==> config.mk <==
export PLATFORM = sky130hd
export DESIGN_NAME = cp_frame_decoder
export DESIGN_NICKNAME = d
export VERILOG_FILES = /design/src/rtl/cp_pkg.sv /design/src/rtl/cp_region_map.sv /design/src/rtl/cp_frame_ctrl.sv /design/src/rtl/cp_word_asm.sv /design/src/rtl/cp_frame_decoder.sv
export SDC_FILE = /design/constraint.sdc
export NUM_CORES = 1
export LEC_CHECK = 0
export BUFFER_PORTS_ARGS = -buffer_cell sky130_fd_sc_hd__buf_2
export CORE_ASPECT_RATIO = 0.9
export CORE_MARGIN = 4
export CORE_UTILIZATION = 64
export CTS_BUF_LIST = sky130_fd_sc_hd__clkbuf_4 sky130_fd_sc_hd__clkbuf_8
export DETAILED_ROUTE_END_ITERATION = 12
export PLACE_DENSITY = 0.93
export REMOVE_ABC_BUFFERS = 1
export SYNTH_ARGS = -nofsm -noshare
export SYNTH_HDL_FRONTEND = slang
export SYNTH_SLANG_ARGS = --single-unit
==> constraint.sdc <==
create_clock -name clk -period 7.9 [get_ports clk]
set_input_delay 1.58 -clock clk [delete_from_list [all_inputs] [get_ports clk]]
set_output_delay 1.58 -clock clk [all_outputs]
set_load 0.01 [all_outputs]
==> src/rtl/cp_pkg.sv <==
package cp_pkg;
    localparam int BYTE_W    = 8;
    localparam int ADDR_W    = 13;
    localparam int DEV_W     = 7;
    localparam int PARAM_W   = 28;
    localparam int PROG_W    = 42;
    localparam int REG16_W   = 16;
    localparam int REG8_W    = 8;
    localparam int CAPT_W    = 13;
    localparam int DATA_W    = PROG_W;
    localparam int MAX_BYTES = (DATA_W + BYTE_W - 1) / BYTE_W;
    localparam int ACC_W     = MAX_BYTES * BYTE_W;
    localparam int CNT_W     = $clog2(MAX_BYTES + 1);
    localparam int WID_W     = $clog2(ACC_W + 1);

    typedef enum logic [2:0] {
        TGT_PARAM = 3'd0,
        TGT_PROG  = 3'd1,
        TGT_REG16 = 3'd2,
        TGT_REG8  = 3'd3,
        TGT_CAPT  = 3'd4,
        TGT_NONE  = 3'd7
    } tgt_e;

    typedef enum logic [2:0] {
        ST_IDLE,
        ST_DEV,
        ST_ADRH,
        ST_ADRL,
        ST_DATA
    } phase_e;

    typedef struct packed {
        tgt_e             tgt;
        logic [WID_W-1:0] width;
        logic [CNT_W-1:0] nbytes;
    } region_t;

    function automatic logic [WID_W-1:0] width_of(tgt_e t);
        case (t)
            TGT_PARAM: return WID_W'(PARAM_W);
            TGT_PROG:  return WID_W'(PROG_W);
            TGT_REG16: return WID_W'(REG16_W);
            TGT_REG8:  return WID_W'(REG8_W);
            TGT_CAPT:  return WID_W'(CAPT_W);
            default:   return '0;
        endcase
    endfunction

    function automatic logic [CNT_W-1:0] bytes_for(logic [WID_W-1:0] w);
        return CNT_W'((int'(w) + BYTE_W - 1) / BYTE_W);
    endfunction

    function automatic region_t make_region(tgt_e t);
        region_t r;
        r.tgt    = t;
        r.width  = width_of(t);
        r.nbytes = bytes_for(r.width);
        return r;
    endfunction

    function automatic logic [ACC_W-1:0] low_mask(logic [WID_W-1:0] w);
        return (ACC_W'(1) << w) - ACC_W'(1);
    endfunction
endpackage

==> src/rtl/cp_region_map.sv <==
module cp_region_map
    import cp_pkg::*;
#(
    parameter logic [ADDR_W-1:0] PROG_BASE  = 13'h0400,
    parameter logic [ADDR_W-1:0] REG16_BASE = 13'h0800,
    parameter logic [ADDR_W-1:0] REG8_BASE  = 13'h0900,
    parameter logic [ADDR_W-1:0] CAPT_ADDR  = 13'h0A00
) (
    input  logic [ADDR_W-1:0] addr,
    output region_t           region
);
    // Regions are contiguous and ordered; parameter memory starts at zero.
    always_comb begin
        if (addr < PROG_BASE)        region = make_region(TGT_PARAM);
        else if (addr < REG16_BASE)  region = make_region(TGT_PROG);
        else if (addr < REG8_BASE)   region = make_region(TGT_REG16);
        else if (addr < CAPT_ADDR)   region = make_region(TGT_REG8);
        else if (addr == CAPT_ADDR)  region = make_region(TGT_CAPT);
        else                         region = make_region(TGT_NONE);
    end
endmodule

==> src/rtl/cp_frame_ctrl.sv <==
module cp_frame_ctrl
    import cp_pkg::*;
#(
    parameter logic [DEV_W-1:0] DEV_ADDR = 7'h34
) (
    input  logic              clk,
    input  logic              rst,
    input  logic              frm_start,
    input  logic              frm_stop,
    input  logic              in_valid,
    input  logic [BYTE_W-1:0] in_byte,
    input  logic              word_done,
    output phase_e            phase,
    output logic [ADDR_W-1:0] cur_addr,
    output logic              hdr_err
);
    localparam int HI_W = ADDR_W - BYTE_W;

    logic take;
    assign take = in_valid && !frm_start && !frm_stop;

    assign hdr_err = take && (phase == ST_ADRH) && (|in_byte[BYTE_W-1:HI_W]);

    always_ff @(posedge clk) begin
        if (rst) begin
            phase    <= ST_IDLE;
            cur_addr <= '0;
        end else if (frm_start) begin
            phase <= ST_DEV;
        end else if (frm_stop) begin
            phase <= ST_IDLE;
        end else if (take) begin
            case (phase)
                ST_DEV: begin
                    if (in_byte[BYTE_W-1:1] == DEV_ADDR && !in_byte[0])
                        phase <= ST_ADRH;
                    else
                        phase <= ST_IDLE;
                end
                ST_ADRH: begin
                    cur_addr[ADDR_W-1:BYTE_W] <= in_byte[HI_W-1:0];
                    phase <= ST_ADRL;
                end
                ST_ADRL: begin
                    cur_addr[BYTE_W-1:0] <= in_byte;
                    phase <= ST_DATA;
                end
                ST_DATA: begin
                    if (word_done) cur_addr <= cur_addr + 1'b1;
                end
                default: phase <= ST_IDLE;
            endcase
        end
    end

    p_addr_step_r6: assert property (@(posedge clk) disable iff (rst)
        (phase == ST_DATA && $past(phase) == ST_DATA) |->
        (cur_addr == $past(cur_addr) || cur_addr == $past(cur_addr) + 1'b1));

    p_header_gate_r1: assert property (@(posedge clk) disable iff (rst)
        (phase == ST_ADRH && $past(phase) != ST_ADRH) |->
        ($past(phase) == ST_DEV && $past(in_byte[BYTE_W-1:1]) == DEV_ADDR && !$past(in_byte[0])));
endmodule

==> src/rtl/cp_word_asm.sv <==
module cp_word_asm
    import cp_pkg::*;
(
    input  logic              clk,
    input  logic              rst,
    input  logic              clr,
    input  logic              byte_en,
    input  logic [BYTE_W-1:0] in_byte,
    input  region_t           region,
    input  logic [ADDR_W-1:0] cur_addr,
    output logic              word_done,
    output logic              pad_bad,
    output logic              wr_stb,
    output tgt_e              wr_tgt,
    output logic [ADDR_W-1:0] wr_addr,
    output logic [DATA_W-1:0] wr_data
);
    logic [ACC_W-1:0] acc;
    logic [ACC_W-1:0] full;
    logic [ACC_W-1:0] mask;
    logic [CNT_W-1:0] cnt;

    assign full      = {acc[ACC_W-BYTE_W-1:0], in_byte};
    assign mask      = low_mask(region.width);
    assign word_done = byte_en && (cnt == region.nbytes - 1'b1);
    assign pad_bad   = word_done && (|(full & ~mask));

    always_ff @(posedge clk) begin
        if (rst) begin
            acc     <= '0;
            cnt     <= '0;
            wr_stb  <= 1'b0;
            wr_tgt  <= TGT_NONE;
            wr_addr <= '0;
            wr_data <= '0;
        end else begin
            wr_stb <= word_done;
            if (clr) begin
                acc <= '0;
                cnt <= '0;
            end else if (byte_en) begin
                if (word_done) begin
                    acc     <= '0;
                    cnt     <= '0;
                    wr_tgt  <= region.tgt;
                    wr_addr <= cur_addr;
                    wr_data <= DATA_W'(full & mask);
                end else begin
                    acc <= full;
                    cnt <= cnt + 1'b1;
                end
            end
        end
    end

    p_cnt_bound_r3: assert property (@(posedge clk) disable iff (rst)
        byte_en |-> (cnt < region.nbytes));
endmodule

==> src/rtl/cp_frame_decoder.sv <==
module cp_frame_decoder
    import cp_pkg::*;
#(
    parameter logic [DEV_W-1:0]  DEV_ADDR   = 7'h34,
    parameter logic [ADDR_W-1:0] PROG_BASE  = 13'h0400,
    parameter logic [ADDR_W-1:0] REG16_BASE = 13'h0800,
    parameter logic [ADDR_W-1:0] REG8_BASE  = 13'h0900,
    parameter logic [ADDR_W-1:0] CAPT_ADDR  = 13'h0A00
) (
    input  logic              clk,
    input  logic              rst,
    input  logic              frm_start,
    input  logic              frm_stop,
    input  logic              in_valid,
    input  logic [BYTE_W-1:0] in_byte,
    output logic              wr_stb,
    output logic [2:0]        wr_target,
    output logic [ADDR_W-1:0] wr_addr,
    output logic [DATA_W-1:0] wr_data,
    output logic              pad_err
);
    phase_e            phase;
    logic [ADDR_W-1:0] cur_addr;
    logic              hdr_err;
    logic              word_done;
    logic              pad_bad;
    logic              byte_en;
    region_t           region;
    tgt_e              wr_tgt;

    cp_frame_ctrl #(.DEV_ADDR(DEV_ADDR)) u_ctrl (
        .clk       (clk),
        .rst       (rst),
        .frm_start (frm_start),
        .frm_stop  (frm_stop),
        .in_valid  (in_valid),
        .in_byte   (in_byte),
        .word_done (word_done),
        .phase     (phase),
        .cur_addr  (cur_addr),
        .hdr_err   (hdr_err)
    );

    cp_region_map #(
        .PROG_BASE  (PROG_BASE),
        .REG16_BASE (REG16_BASE),
        .REG8_BASE  (REG8_BASE),
        .CAPT_ADDR  (CAPT_ADDR)
    ) u_map (
        .addr   (cur_addr),
        .region (region)
    );

    assign byte_en = in_valid && !frm_start && !frm_stop &&
                     (phase == ST_DATA) && (region.tgt != TGT_NONE);

    cp_word_asm u_asm (
        .clk       (clk),
        .rst       (rst),
        .clr       (frm_start || frm_stop),
        .byte_en   (byte_en),
        .in_byte   (in_byte),
        .region    (region),
        .cur_addr  (cur_addr),
        .word_done (word_done),
        .pad_bad   (pad_bad),
        .wr_stb    (wr_stb),
        .wr_tgt    (wr_tgt),
        .wr_addr   (wr_addr),
        .wr_data   (wr_data)
    );

    assign wr_target = wr_tgt;

    always_ff @(posedge clk) begin
        if (rst)                    pad_err <= 1'b0;
        else if (pad_bad || hdr_err) pad_err <= 1'b1;
    end

    p_stb_after_byte_r11: assert property (@(posedge clk) disable iff (rst)
        wr_stb |-> $past(in_valid));

    p_stb_in_data_r1: assert property (@(posedge clk) disable iff (rst)
        wr_stb |-> $past(phase) == ST_DATA);

    p_mapped_target_r8: assert property (@(posedge clk) disable iff (rst)
        wr_stb |-> wr_tgt != TGT_NONE);

    p_pad_dropped_r10: assert property (@(posedge clk) disable iff (rst)
        wr_stb |-> ((ACC_W'(wr_data) & ~low_mask(width_of(wr_tgt))) == '0));

    p_err_sticky_r10: assert property (@(posedge clk) disable iff (rst)
        pad_err |=> pad_err);
endmodule

Yosys cells after proc, flatten, opt, wreduce, memory -nomap -nowiden
Cells that the tools add are included.
{"block": "word_totals", "register_bits": 119, "inputBits": 13}
{"block": "classes", "addsub": 4, "order_cmp": 4, "eq_ne": 10, "shifts": 1, "n_mux": 15, "n_bitwise": 7, "n_reduce_logical": 26}
{"cell": "$and A48 B48 Y48", "n": 1}
{"cell": "$mux W12", "n": 4}
{"cell": "$not A48 Y48", "n": 1}
{"cell": "$reduce_or A48 Y1", "n": 1}
{"cell": "$shl A1 B6 Y48 const A", "n": 1}
{"cell": "$sub A48 B2 Y48 const B", "n": 1}
{"cell": "$and A42 B42 Y42", "n": 1}
{"cell": "$mux W40", "n": 1}
{"cell": "$lt A13 B12 Y1 const B", "n": 3}
{"cell": "$pmux W8 S2", "n": 1}
{"cell": "$add A13 B1 Y13 const B", "n": 1}
{"cell": "$eq A13 B12 Y1 const B", "n": 1}
{"cell": "$lt A13 B11 Y1 const B", "n": 1}
{"cell": "$mux W13", "n": 1}
{"cell": "$pmux W3 S4", "n": 1}
{"cell": "$mux W11", "n": 1}
{"cell": "$pmux W5 S2", "n": 1}
{"cell": "$reduce_and A5 Y1", "n": 2}
{"cell": "$logic_and A1 B1 Y1", "n": 9}
{"cell": "$eq A7 B6 Y1 const B", "n": 1}
{"cell": "$eq A3 B2 Y1 const B", "n": 2}
{"cell": "$ne A3 B3 Y1 const B", "n": 2}
{"cell": "$reduce_or A3 Y1", "n": 2}
{"cell": "$not A1 Y1", "n": 4}
{"cell": "other kinds (16)", "n": 23}

Depth between registers and ports, before layout
Gate-level depths: netlist of the first run.
{"block": "logic_depth", "word_depth": 13, "ltp_mapped": 14, "ltp_nobuf": 12}

Hierarchy
A second synthesis of the first run with hierarchy kept.
{"block": "unflattened", "hier_cells": 831, "hier_area_um2": 6383.6}
{"module": "cp_word_asm", "instances": 1, "cells_per_inst": 671, "area_per_inst_um2": 5024.8, "seq_area_each_um2": 2042.0}
{"module": "cp_frame_ctrl", "instances": 1, "cells_per_inst": 129, "area_per_inst_um2": 1099.8, "seq_area_each_um2": 320.3}
{"module": "cp_region_map", "instances": 1, "cells_per_inst": 25, "area_per_inst_um2": 195.2, "seq_area_each_um2": 0.0}
{"module": "cp_frame_decoder", "instances": 1, "cells_per_inst": 6, "area_per_inst_um2": 63.8, "seq_area_each_um2": 20.0}

Worst setup path after synthesis of the first run
Ideal clock, no wire load.
{"block": "synth_path", "kind": "input to register", "start": "input port frm_start", "end": "register u_asm.wr_tgt[2]", "setup_time_ps": 120, "arrival_ps": 2838, "required_ps": 7780, "slack_ps": 4942, "stages": 7, "path_buffers": 2, "path_cell_list": "nor2_1 and2_1 and3_1 buf_4 nand2_4 buf_6 a211o_1"}
{"block": "synth_via", "elab_chain_len": 7, "word_cells_on_any_way": 9}
{"element": "start, declared", "line": "cp_frame_decoder.sv:12", "text": "input logic frm_start,"}
{"element": "$logic_not A1 Y1", "line": "cp_frame_decoder.sv:54", "text": "assign byte_en = in_valid && !frm_start && !frm_stop &&"}
{"element": "$logic_and A1 B1 Y1 (3 in a row)", "line": "cp_frame_decoder.sv:54"}
{"element": "$logic_and A1 B1 Y1", "line": "cp_frame_decoder.sv:55", "text": "(phase == ST_DATA) && (region.tgt != TGT_NONE);"}
{"element": "$logic_and A1 B1 Y1", "line": "cp_word_asm.sv:25", "text": "assign word_done = byte_en && (cnt == region.nbytes - 1'b1);"}
{"element": "$reduce_and A3 Y1 (no line) (*)"}
{"element": "end signal, assigned", "line": "cp_word_asm.sv:45", "text": "wr_tgt <= region.tgt;"}
{"element": "end, declared", "line": "cp_word_asm.sv:14", "text": "output tgt_e wr_tgt,"}
Mark *: on every way between the ends. The rest lies on a longest branch, timed or not.
A chain may end at the register's enable or synchronous reset.

Worst setup path after layout of the first run
{"block": "layout_path", "start": "input port frm_start", "end": "register u_ctrl.cur_addr[5]"}
{"block": "layout_via", "elab_chain_len": 8, "word_cells_on_any_way": 9}
{"element": "$logic_not A1 Y1", "line": "cp_frame_ctrl.sv:20, cp_frame_decoder.sv:54"}
{"element": "$logic_and A1 B1 Y1 (2 in a row)", "line": "cp_frame_ctrl.sv:20, cp_frame_decoder.sv:54"}
{"element": "$logic_and A1 B1 Y1", "line": "cp_frame_decoder.sv:54"}
{"element": "$logic_and A1 B1 Y1", "line": "cp_frame_decoder.sv:55"}
{"element": "$logic_and A1 B1 Y1", "line": "cp_word_asm.sv:25"}
{"element": "$ne A2 B1 Y1 (no line)"}
{"element": "$reduce_and A5 Y1 (no line) (*)"}
{"element": "end signal, assigned by index", "line": "cp_frame_ctrl.sv:41", "text": "cur_addr[ADDR_W-1:BYTE_W] <= in_byte[HI_W-1:0];"}
{"element": "end signal, assigned by index", "line": "cp_frame_ctrl.sv:45", "text": "cur_addr[BYTE_W-1:0] <= in_byte;"}
{"element": "end signal, assigned", "line": "cp_frame_ctrl.sv:49", "text": "if (word_done) cur_addr <= cur_addr + 1'b1;"}
{"element": "end, declared", "line": "cp_frame_ctrl.sv:14", "text": "output logic [ADDR_W-1:0] cur_addr,"}
Marks and branches as above.

==> results.cfg, run 1 <==
[die]
die_x_um = 103
die_h_um = 93.2
ios = 73
start_util = 0.671
dieArea_um2 = 9570
core.rowCount = 30
fp.coreArea_um2 = 7690

[timing]
finalSetupTns_ns = 0
clock_skew_ns = 0.0112
fmax_ghz = 0.238
grt_setup_unrepaired = false
relSlewSlack = 0.122
worstMarginPinSlew_ns = 1.31
finalHoldViolations = 0
layout_setup_ws_ns = 3.70
drv_slew = 0
fin_crit_sh = 0.531
period_minus_slack_ns = 4.20
finalSetupViolations = 0
holdWs_ns = 0.447

[clocking]
cts_tree = done
cts_resized = 0
cts_max_level = 4
post-cts-setup-buffer-count = 0
cts_buffers = 17
cts_hold_buf = 0
clkTransAtPathRegs_ns = 0.07
clockRootBuffer = clkbuf_8
clock_latency_ns = 0.44
clkSinkCount = 119
clock_path_buffers = 2

[placement]
finalWeightedCongestion = 0.928
preCtsSetupSlack_ns = 3.36
numPortBuffers = 72
placed_cells = 748
hpwl_um = 8640

[synthesis]
synth_top_area_frac = 0.462
synth_most_common_cell = nand2_1
synth_cell_types = 58
synth-seq-cells = 119
syn_inst = 628
synth-edff-count = 0
ys_async_sr_fraction = 0
ys_seq_area_frac = 0.462
synth.area.top_cells = dfxtp_1 46%, nand2_1 8.9%, a21oi_1 8.1%
yosys_warnings = 0
syn_area_um2 = 5160
synthFlopType = dfxtp_1
syn_area_per_cell_um2 = 8.22
synthTopCellsByCount = 122 x nand2_1, 119 x dfxtp_1, 84 x a21oi_1
synth_area_leader_cell = dfxtp_1

[setup_path]
critPathKind = input port to register
worstPathRequired_ns = 8.26
worstPathArrival_ns = 4.56
crit_path_max_fanout = 57
rr_endpoint = u_ctrl.cur_addr[5]$_SDFFE_PP0P_
r2r_cells = 10
crit_path_start = frm_start
reg2reg_slack_ns = 3.92
start_kind = input port
end_kind = register
r2r_start = u_ctrl.cur_addr[11]$_SDFFE_PP0P_

[status]
status = finished clean

[route]
drt-wirelength-per-cell_um = 17.6
vias_per_cell = 6.19
drt-pass1-iter-count = 6
vias = 4832
ant_nets = 0
drtIter0Drc = 521
routed_wl_um = 13700
drc = 0

[global_route]
use_met1 = 0.408
grt_pass1_wl_um = 22200
top_usage_layer = met2
grt_usage = 0.296
grt_util_met3 = 0.0925
antenna_found_initial = 0
grt_pass1_vias = 4512
grt_remaining_overflow = 0
grt_max_degree = 71
met2_usage = 0.426

[final_layout]
final_cells = 780
n_fill_cell = 564
nNetsFinal = 689
synthToLayoutAreaGrowth_pct = 12.9
layout-drive-gt1-share = 0.175
final_util = 0.757
n_antenna_cell = 0

[hold_path]
hold-path-endpoint = u_asm.wr_addr[2]$_SDFFE_PP0P_
hp-start = u_asm.wr_addr[2]$_SDFFE_PP0P_
holdPathStages = 2
hold_path_class = register to register

[power]
power.density_nw_per_um2 = 218
ir_drop_v = 0.000167
p_leak_nw = 2.13

[job]
maxCapViolations = 0
## power breakdown
group	total, mW	internal (mW)	switching [mW]	leakage, nW
sequential	0.600	0.600	0.000460	0.958
clock	0.643	0.382	0.261	0.227
combinational	0.0282	0.00654	0.0216	0.941
total	1.27	0.988	0.283	2.13
## cell families after synthesis
family / after synthesis / synth area share
AO/OA/AOI/OAI: 151 / 0.177
XOR/XNOR: 7 / 0.0119
adder cells (fa/ha/maj): 5 / 0.0121
buffers and inverters: 55 / 0.0601
flip-flops: 119 / 0.462
multiplexers: 8 / 0.0158
other: 1 / 0.000727
AND/OR/NAND/NOR: 282 / 0.260
## state kept, by name, summed over array words and instances, names as in the netlist
| name | count |
|---|---|
| u_ctrl.cur_addr | 13 |
| u_asm.wr_stb | 1 |
| u_asm.wr_data | 42 |
| u_ctrl.phase | 3 |
| u_asm.wr_addr | 13 |
| u_asm.cnt | 3 |
| pad_err | 1 |
| u_asm.wr_tgt | 3 |
| u_asm.acc | 40 |
## per-layer routing
metal,wire (um),part of all wire
met5,0,0
met4,387,0.028
met3,1380,0.10
met2,6180,0.45
met1,5790,0.42
## layout make-up
cell class | count | area (um^2) | share of cell area
multi-input combinational | 454 | 2470 | 0.424
tap | 96 | 120 | 0.0206
inverter | 6 | 22.5 | 0.00387
timing repair buffer | 73 | 368 | 0.0631
clock buffer | 18 | 241 | 0.0415
sequential | 119 | 2380 | 0.409
clock inverter | 14 | 223 | 0.0382
## worst max-delay path by stage
stage                                 endpoint
4_1_cts        u_ctrl.cur_addr[5]$_SDFFE_PP0P_
3_5_place_dp   u_ctrl.cur_addr[5]$_SDFFE_PP0P_
6_report       u_ctrl.cur_addr[5]$_SDFFE_PP0P_
3_3_place_gp   u_ctrl.cur_addr[5]$_SDFFE_PP0P_
2_1_floorplan  u_ctrl.cur_addr[5]$_SDFFE_PP0P_
5_1_grt        u_ctrl.cur_addr[5]$_SDFFE_PP0P_
## placed cells by master, fill, tap and decap left out, drive strengths merged, types with 7 or more instances in the layout
cell type / netlist / layout
buf: 26 / 73
nand2: 123 / 123
nand3: 56 / 56
inv: 6 / 8
nor3: 13 / 13
nor2: 49 / 49
a21oi: 84 / 84
mux2i: 7 / 7
nor4: 8 / 8
o21ai: 15 / 15
clkbuf: 23 / 18
a22oi: 24 / 24
dfxtp: 119 / 119
## through the flow
step / total power [mW] / cell area, um^2
3_5_place_dp: 0.641 / 5360
2_1_floorplan: 0.624 / 4870
5_1_grt: 1.30 / 5830
3_3_place_gp: 0.640 / 5360
6_report: 1.27 / 5830
4_1_cts: 1.27 / 5830
## worst max-delay path, stage by stage
cell and delay [ns]:
buf_2 0.10, nor2_1 0.29, and2_1 0.29, nand3_4 0.47, nor2_4 1.20, mux2_2 0.43, a31oi_1 0.16
Note: power is estimated with default switching activity, not from simulation.
==> inputs of run 2 (changes only) <==
- CORE_UTILIZATION: 64 -> 53
- PLACE_DENSITY: 0.93 -> 0.83
- clock period: 7.9 -> 3.5 ns (I/O delays scaled with it)
==> run 2 against run 1 <==
Compared with the run above:
- flip-flop and latch count unchanged
- utilization down 13 points
- first-iteration DRC count fell by 27%
- total power grew 110%
- sequential power up 130%
- critical path depth grew 3
- final area grew 0.67%
- worst setup slack worse by 3.4 ns
- non-clock buffer count up 7
- sequential share of layout area fell by 0.27 points
- routed wire length shrank 3.7%
- die area up 19%
- critical endpoint is now u_asm.acc[15]$_SDFFE_PP0P_
- highest routed layer unchanged
- largest power group is now sequential cells
==> results.cfg, run 2 (synthesis results as in run 1) <==
[final_layout]
final_util = 0.631
synthToLayoutAreaGrowth_pct = 13.6
n_antenna_cell = 0
multi_input_area_um2 = 2470
largest_register_ffs = 42
nNetsFinal = 696
layout_commonest_cell = nand2_1
final_cell_mix = 122 x nand2_1, 119 x dfxtp_1, 84 x a21oi_1
top_regs = u_asm.wr_data: 42 flops, u_asm.acc: 40 flops
seq_area_um2 = 2380
top_register = u_asm.wr_data
n_fill_cell = 809
layout-drive-gt1-share = 0.184

[timing]
finalSetupViolations = 0
layout_setup_ws_ns = 0.338
fmax_ghz = 0.316
drv_slew = 0
worstMarginPinSlew_ns = 1.02
clock_skew_ns = 0.0156
fin_crit_sh = 0.903
finalSetupTns_ns = 0
period_minus_slack_ns = 3.16
grt_setup_unrepaired = false
relSlewSlack = 0.317
holdWs_ns = 0.449
finalHoldViolations = 0

[die]
fp.coreArea_um2 = 9290
die_h_um = 102
start_util = 0.556
core.rowCount = 33
die_x_um = 112
dieArea_um2 = 11400
ios = 73

[hold_path]
hold_path_class = register to register

[setup_path]
end_kind = register
worstPathRequired_ns = 3.86
crit_path_max_fanout = 45
cpMaxStageDelayCell = or4b_2
start_kind = register
worstPathArrival_ns = 3.52
critPathKind = register to register
worstPathCellList = or4b_2 > a21oi_1 > nor2_1 > ha_1 > xor2_1 > xnor2_1 > o211a_1 > nand2_4 > nand3_2 > a21oi_1
critical-path-max-stage-delay_ns = 0.63
cpMostUsedCell = a21oi_1

[power]
power.density_nw_per_um2 = 452
p_leak_nw = 2.13
ir_drop_v = 0.000290

[global_route]
grt_max_degree = 70
grt_usage = 0.234
antenna_found_initial = 0
grt_remaining_overflow = 0
grt_pass1_vias = 4304
grt_pass1_wl_um = 21500

[clocking]
clock_path_buffers = 2
cts_resized = 0
cts_max_level = 4
cts_hold_buf = 0
clkTransAtPathRegs_ns = 0.08
cts_tree = done
post-cts-setup-buffer-count = 0
cts_buffers = 17
clock_latency_ns = 0.44
clockRootBuffer = clkbuf_8
clkSinkCount = 119

[route]
vias = 4742
vias_per_cell = 5.83
drt-wirelength-per-cell_um = 16.3
drtIter0Drc = 378
ant_nets = 0
drt-pass1-iter-count = 5
drc = 0
routed_wl_um = 13200

[status]
status = finished clean

[placement]
finalWeightedCongestion = 0.916
numPortBuffers = 72
hpwl_um = 8830
preCtsSetupSlack_ns = 0.383

[job]
maxCapViolations = 0
run 2: per-layer routing:
layer | vias up | GRT usage | routed length [um]
met4 | 0 | 0.104 | 358
met3 | 32 | 0.0538 | 1020
li1 | 2301 | - | -
met2 | 203 | 0.353 | 5910
met1 | 2206 | 0.322 | 5940
met5 | - | 0 | 0
run 2: path summary, 6_finish.rpt:
kind	startpoint	cells after the start	to	slack, ns
max	u_ctrl.cur_addr[11]$_SDFFE_PP0P_	10	u_asm.acc[15]$_SDFFE_PP0P_	0.34
min	u_asm.wr_addr[2]$_SDFFE_PP0P_	2	u_asm.wr_addr[2]$_SDFFE_PP0P_	0.45
max reg2reg	u_ctrl.cur_addr[11]$_SDFFE_PP0P_	10	u_asm.acc[15]$_SDFFE_PP0P_	0.34
min reg2reg	u_asm.wr_addr[2]$_SDFFE_PP0P_	2	u_asm.wr_addr[2]$_SDFFE_PP0P_	0.45
run 2: power by group:
group,switching [mW],internal [mW]
sequential,0.00104,1.35
combinational,0.0480,0.0148
clock,0.642,0.589
total,0.691,1.96
run 2: area by class of cell:
cell class | count | area share
multi-input combinational | 454 | 0.421
sequential | 119 | 0.406
timing repair buffer | 80 | 0.0760
clock buffer | 17 | 0.0399
clock inverter | 15 | 0.0271
tap | 122 | 0.0260
inverter | 6 | 0.00384
run 2: through the flow:
stage / area (um^2) / std cells / total power [mW]
global placement: 5470 / 781 / 1.44
CTS: 5860 / 813 / 2.66
floorplan: 4870 / 579 / 1.41
detailed placement: 5470 / 781 / 1.45
global route: 5860 / 813 / 2.73
finish: 5860 / 813 / 2.65
run 2: worst max-delay path, delay by kind of cell, from the launching register on:
kind | cells | cell delay [ns]
adder cells (fa/ha/maj) | 1 | 0.19
AO/OA/AOI/OAI | 3 | 0.61
XOR/XNOR | 2 | 0.33
flip-flops | 1 | 0.49
AND/OR/NAND/NOR | 4 | 1.47
==> inputs of run 3 (changes only) <==
- ABC_AREA: default -> 1
- CORE_UTILIZATION: 53 -> 52
- CTS_BUF_LIST: sky130_fd_sc_hd__clkbuf_4 sky130_fd_sc_hd__clkbuf_8 -> default
- PLACE_DENSITY: 0.83 -> 0.81
==> run 3 against run 2 <==
Compared with the run above:
- sequential power hardly changed
- register-to-register slack worse by 0.04 ns
- routed wire length rose by 9.8%
- combinational power grew 2%
- critical path depth up 8
- via count rose by 11%
- die area grew 4.0%
- largest power group is now the clock network
==> results.cfg, run 3 <==
[synthesis]
syn_area_per_cell_um2 = 7.27
synth_most_common_cell = nand2_1
syn_inst = 726
synthFlopType = dfxtp_1
ys_async_sr_fraction = 0
yosys_warnings = 0
synth_cell_types = 39
synth_area_leader_cell = dfxtp_1
synthTopCellsByCount = 128 x nand2_1, 125 x nor2_1, 119 x dfxtp_1
syn_area_um2 = 5280
synth_top_area_frac = 0.451
synth-seq-cells = 119
ys_seq_area_frac = 0.451
synth.area.top_cells = dfxtp_1 45%, nand2_1 9.1%, nor2_1 8.9%
synth-edff-count = 0

[setup_path]
reg2reg_slack_ns = 0.30
worstPathRequired_ns = 3.75
crit_path_max_fanout = 28
worstPathArrival_ns = 3.45
end_kind = register
critPathKind = register to register
r2r_start = u_ctrl.cur_addr[0]$_SDFFE_PP0P_
r2r_cells = 18
start_kind = register
rr_endpoint = u_asm.cnt[2]$_SDFFE_PP0P_

[timing]
fmax_ghz = 0.312
finalHoldViolations = 0
finalSetupTns_ns = 0
fin_crit_sh = 0.915
worstMarginPinSlew_ns = 1.03
finalSetupViolations = 0
layout_setup_ws_ns = 0.296
clock_skew_ns = 0.0117
period_minus_slack_ns = 3.20
relSlewSlack = 0.311
grt_setup_unrepaired = false
drv_slew = 0

[final_layout]
n_antenna_cell = 0
top_register = u_asm.wr_data
layout-drive-gt1-share = 0.174
multi_input_area_um2 = 2450
fin_area_um2 = 6340
top_regs = u_asm.wr_data: 42 flops, u_asm.acc: 40 flops
final_cells = 926
final_cell_mix = 128 x nand2_1, 125 x nor2_1, 119 x dfxtp_1
seq_area_um2 = 2380
n_fill_cell = 816
synthToLayoutAreaGrowth_pct = 20.1
layout_commonest_cell = nand2_1
largest_register_ffs = 42
nNetsFinal = 805

[clocking]
post-cts-setup-buffer-count = 0
cts_buffers = 17
cts_hold_buf = 0
clock_path_buffers = 2
cts_max_level = 4
clock_latency_ns = 0.42
cts_tree = done
clkTransAtPathRegs_ns = 0.06
clockRootBuffer = clkbuf_16
clkSinkCount = 119

[power]
clkPwrFrac = 0.577
power.switching_uw = 695
power.density_nw_per_um2 = 529
p_seq_frac = 0.404
p_leak_nw = 2.67
p_comb_frac = 0.019
power.share.switching = 0.207
intPower_mw = 2.66
p_total_mw = 3.35
ir_drop_v = 0.000468

[die]
die_h_um = 104
start_util = 0.540
ios = 73
core.rowCount = 34
fp.coreArea_um2 = 9780
die_x_um = 114
dieArea_um2 = 11800

[global_route]
grt_max_degree = 59
grt_remaining_overflow = 0
antenna_found_initial = 0
grt_pass1_wl_um = 23700
grt_usage = 0.247
grt_pass1_vias = 4830

[route]
ant_nets = 0
drt-pass1-iter-count = 6
drc = 0
vias = 5258
drtIter0Drc = 557
drt-wirelength-per-cell_um = 15.7
vias_per_cell = 5.68
routed_wl_um = 14500

[hold_path]
holdPathStages = 2
hold-path-endpoint = u_asm.wr_addr[12]$_SDFFE_PP0P_
hold_path_class = register to register
hp-start = u_asm.wr_addr[12]$_SDFFE_PP0P_

[placement]
placed_cells = 894
finalWeightedCongestion = 0.958
hpwl_um = 9960
place_area_um2 = 5680
preCtsSetupSlack_ns = 0.320
numPortBuffers = 72

[status]
status = finished clean

[job]
maxCapViolations = 0
## run 3: cell types whose count changed after synthesis, sizes merged, moves of 5 or more
cell    delta
and3       -5
nor4       -7
a211oi     +8
mux2i      -7
nor2      +81
buf        -5
clkbuf     -5
a21oi     -21
inv       +62
nand3     +12
a22oi      +5
nand2      +8
o21ai     +22
## run 3: area by class of cell
class,count,share of cell area
clock buffer,18,0.0692
timing repair buffer,81,0.0675
clock inverter,14,0.0347
inverter,68,0.0418
sequential,119,0.376
tap,126,0.0249
multi-input combinational,500,0.386
## run 3: repair_timing
item | CTS | global route
hold endpoints to repair | 0 | 0
endpoints found under the setup margin | 0 | 1
gates resized for setup | 0 | 2
## run 3: layer usage
layer  track usage  up-vias  part of all wire
met2         0.357      271              0.44
met1         0.357     2442              0.46
met4        0.0950        0             0.018
met5             0        -                 0
met3        0.0554       22             0.084
li1              -     2523                 -
## run 3: cells by family after synthesis
logic type	after synthesis	share of synthesized area
AO/OA/AOI/OAI	142	0.160
other	1	0.000710
flip-flops	119	0.451
adder cells (fa/ha/maj)	5	0.0118
XOR/XNOR	5	0.00829
AND/OR/NAND/NOR	347	0.282
buffers and inverters	107	0.0858
## run 3: worst max-delay path by stage
stage                                        to  cells past startpoint                              from
6_report              u_asm.cnt[2]$_SDFFE_PP0P_                     18   u_ctrl.cur_addr[0]$_SDFFE_PP0P_
2_1_floorplan        u_asm.acc[10]$_SDFFE_PP0P_                     12  u_ctrl.cur_addr[11]$_SDFFE_PP0P_
5_1_grt               u_asm.cnt[2]$_SDFFE_PP0P_                     18   u_ctrl.cur_addr[0]$_SDFFE_PP0P_
3_5_place_dp   u_ctrl.cur_addr[10]$_SDFFE_PP0P_                     20   u_ctrl.cur_addr[0]$_SDFFE_PP0P_
3_3_place_gp   u_ctrl.cur_addr[12]$_SDFFE_PP0P_                     19   u_ctrl.cur_addr[0]$_SDFFE_PP0P_
4_1_cts        u_ctrl.cur_addr[10]$_SDFFE_PP0P_                     20   u_ctrl.cur_addr[0]$_SDFFE_PP0P_
## run 3: power groups by stage
stage               clock network, mW  registers, mW  logic, mW
floorplan                           0           1.39     0.0281
global placement                    0           1.39     0.0605
detailed placement                  0           1.39     0.0618
CTS                              1.95           1.36     0.0622
global route                     2.02           1.36     0.0696
finish                           1.93           1.36     0.0640
## run 3: worst max-delay path: stages, from the launching register on
cell      delay, ns
dfxtp_1        0.35
inv_1          0.09
ha_1           0.14
nand2_1        0.05
nor2_1         0.14
nand3_2        0.16
nand2_2        0.19
nand2_1        0.11
inv_1          0.11
a21oi_1        0.08
ha_1           0.20
xnor2_1        0.17
xor2_1         0.20
nand2_1        0.10
nor2_2         0.16
nand2_4        0.25
buf_4          0.33
o21ai_1        0.12
a211oi_1       0.06
## run 3: per-stage QoR
| step | hold WS, ns | util |
|---|---|---|
| floorplan | 0.452 | - |
| CTS | 0.440 | 0.648 |
| finish | 0.440 | 0.648 |
| global placement | 0.427 | 0.580 |
| global route | 0.465 | 0.648 |
| detailed placement | 0.426 | 0.580 |
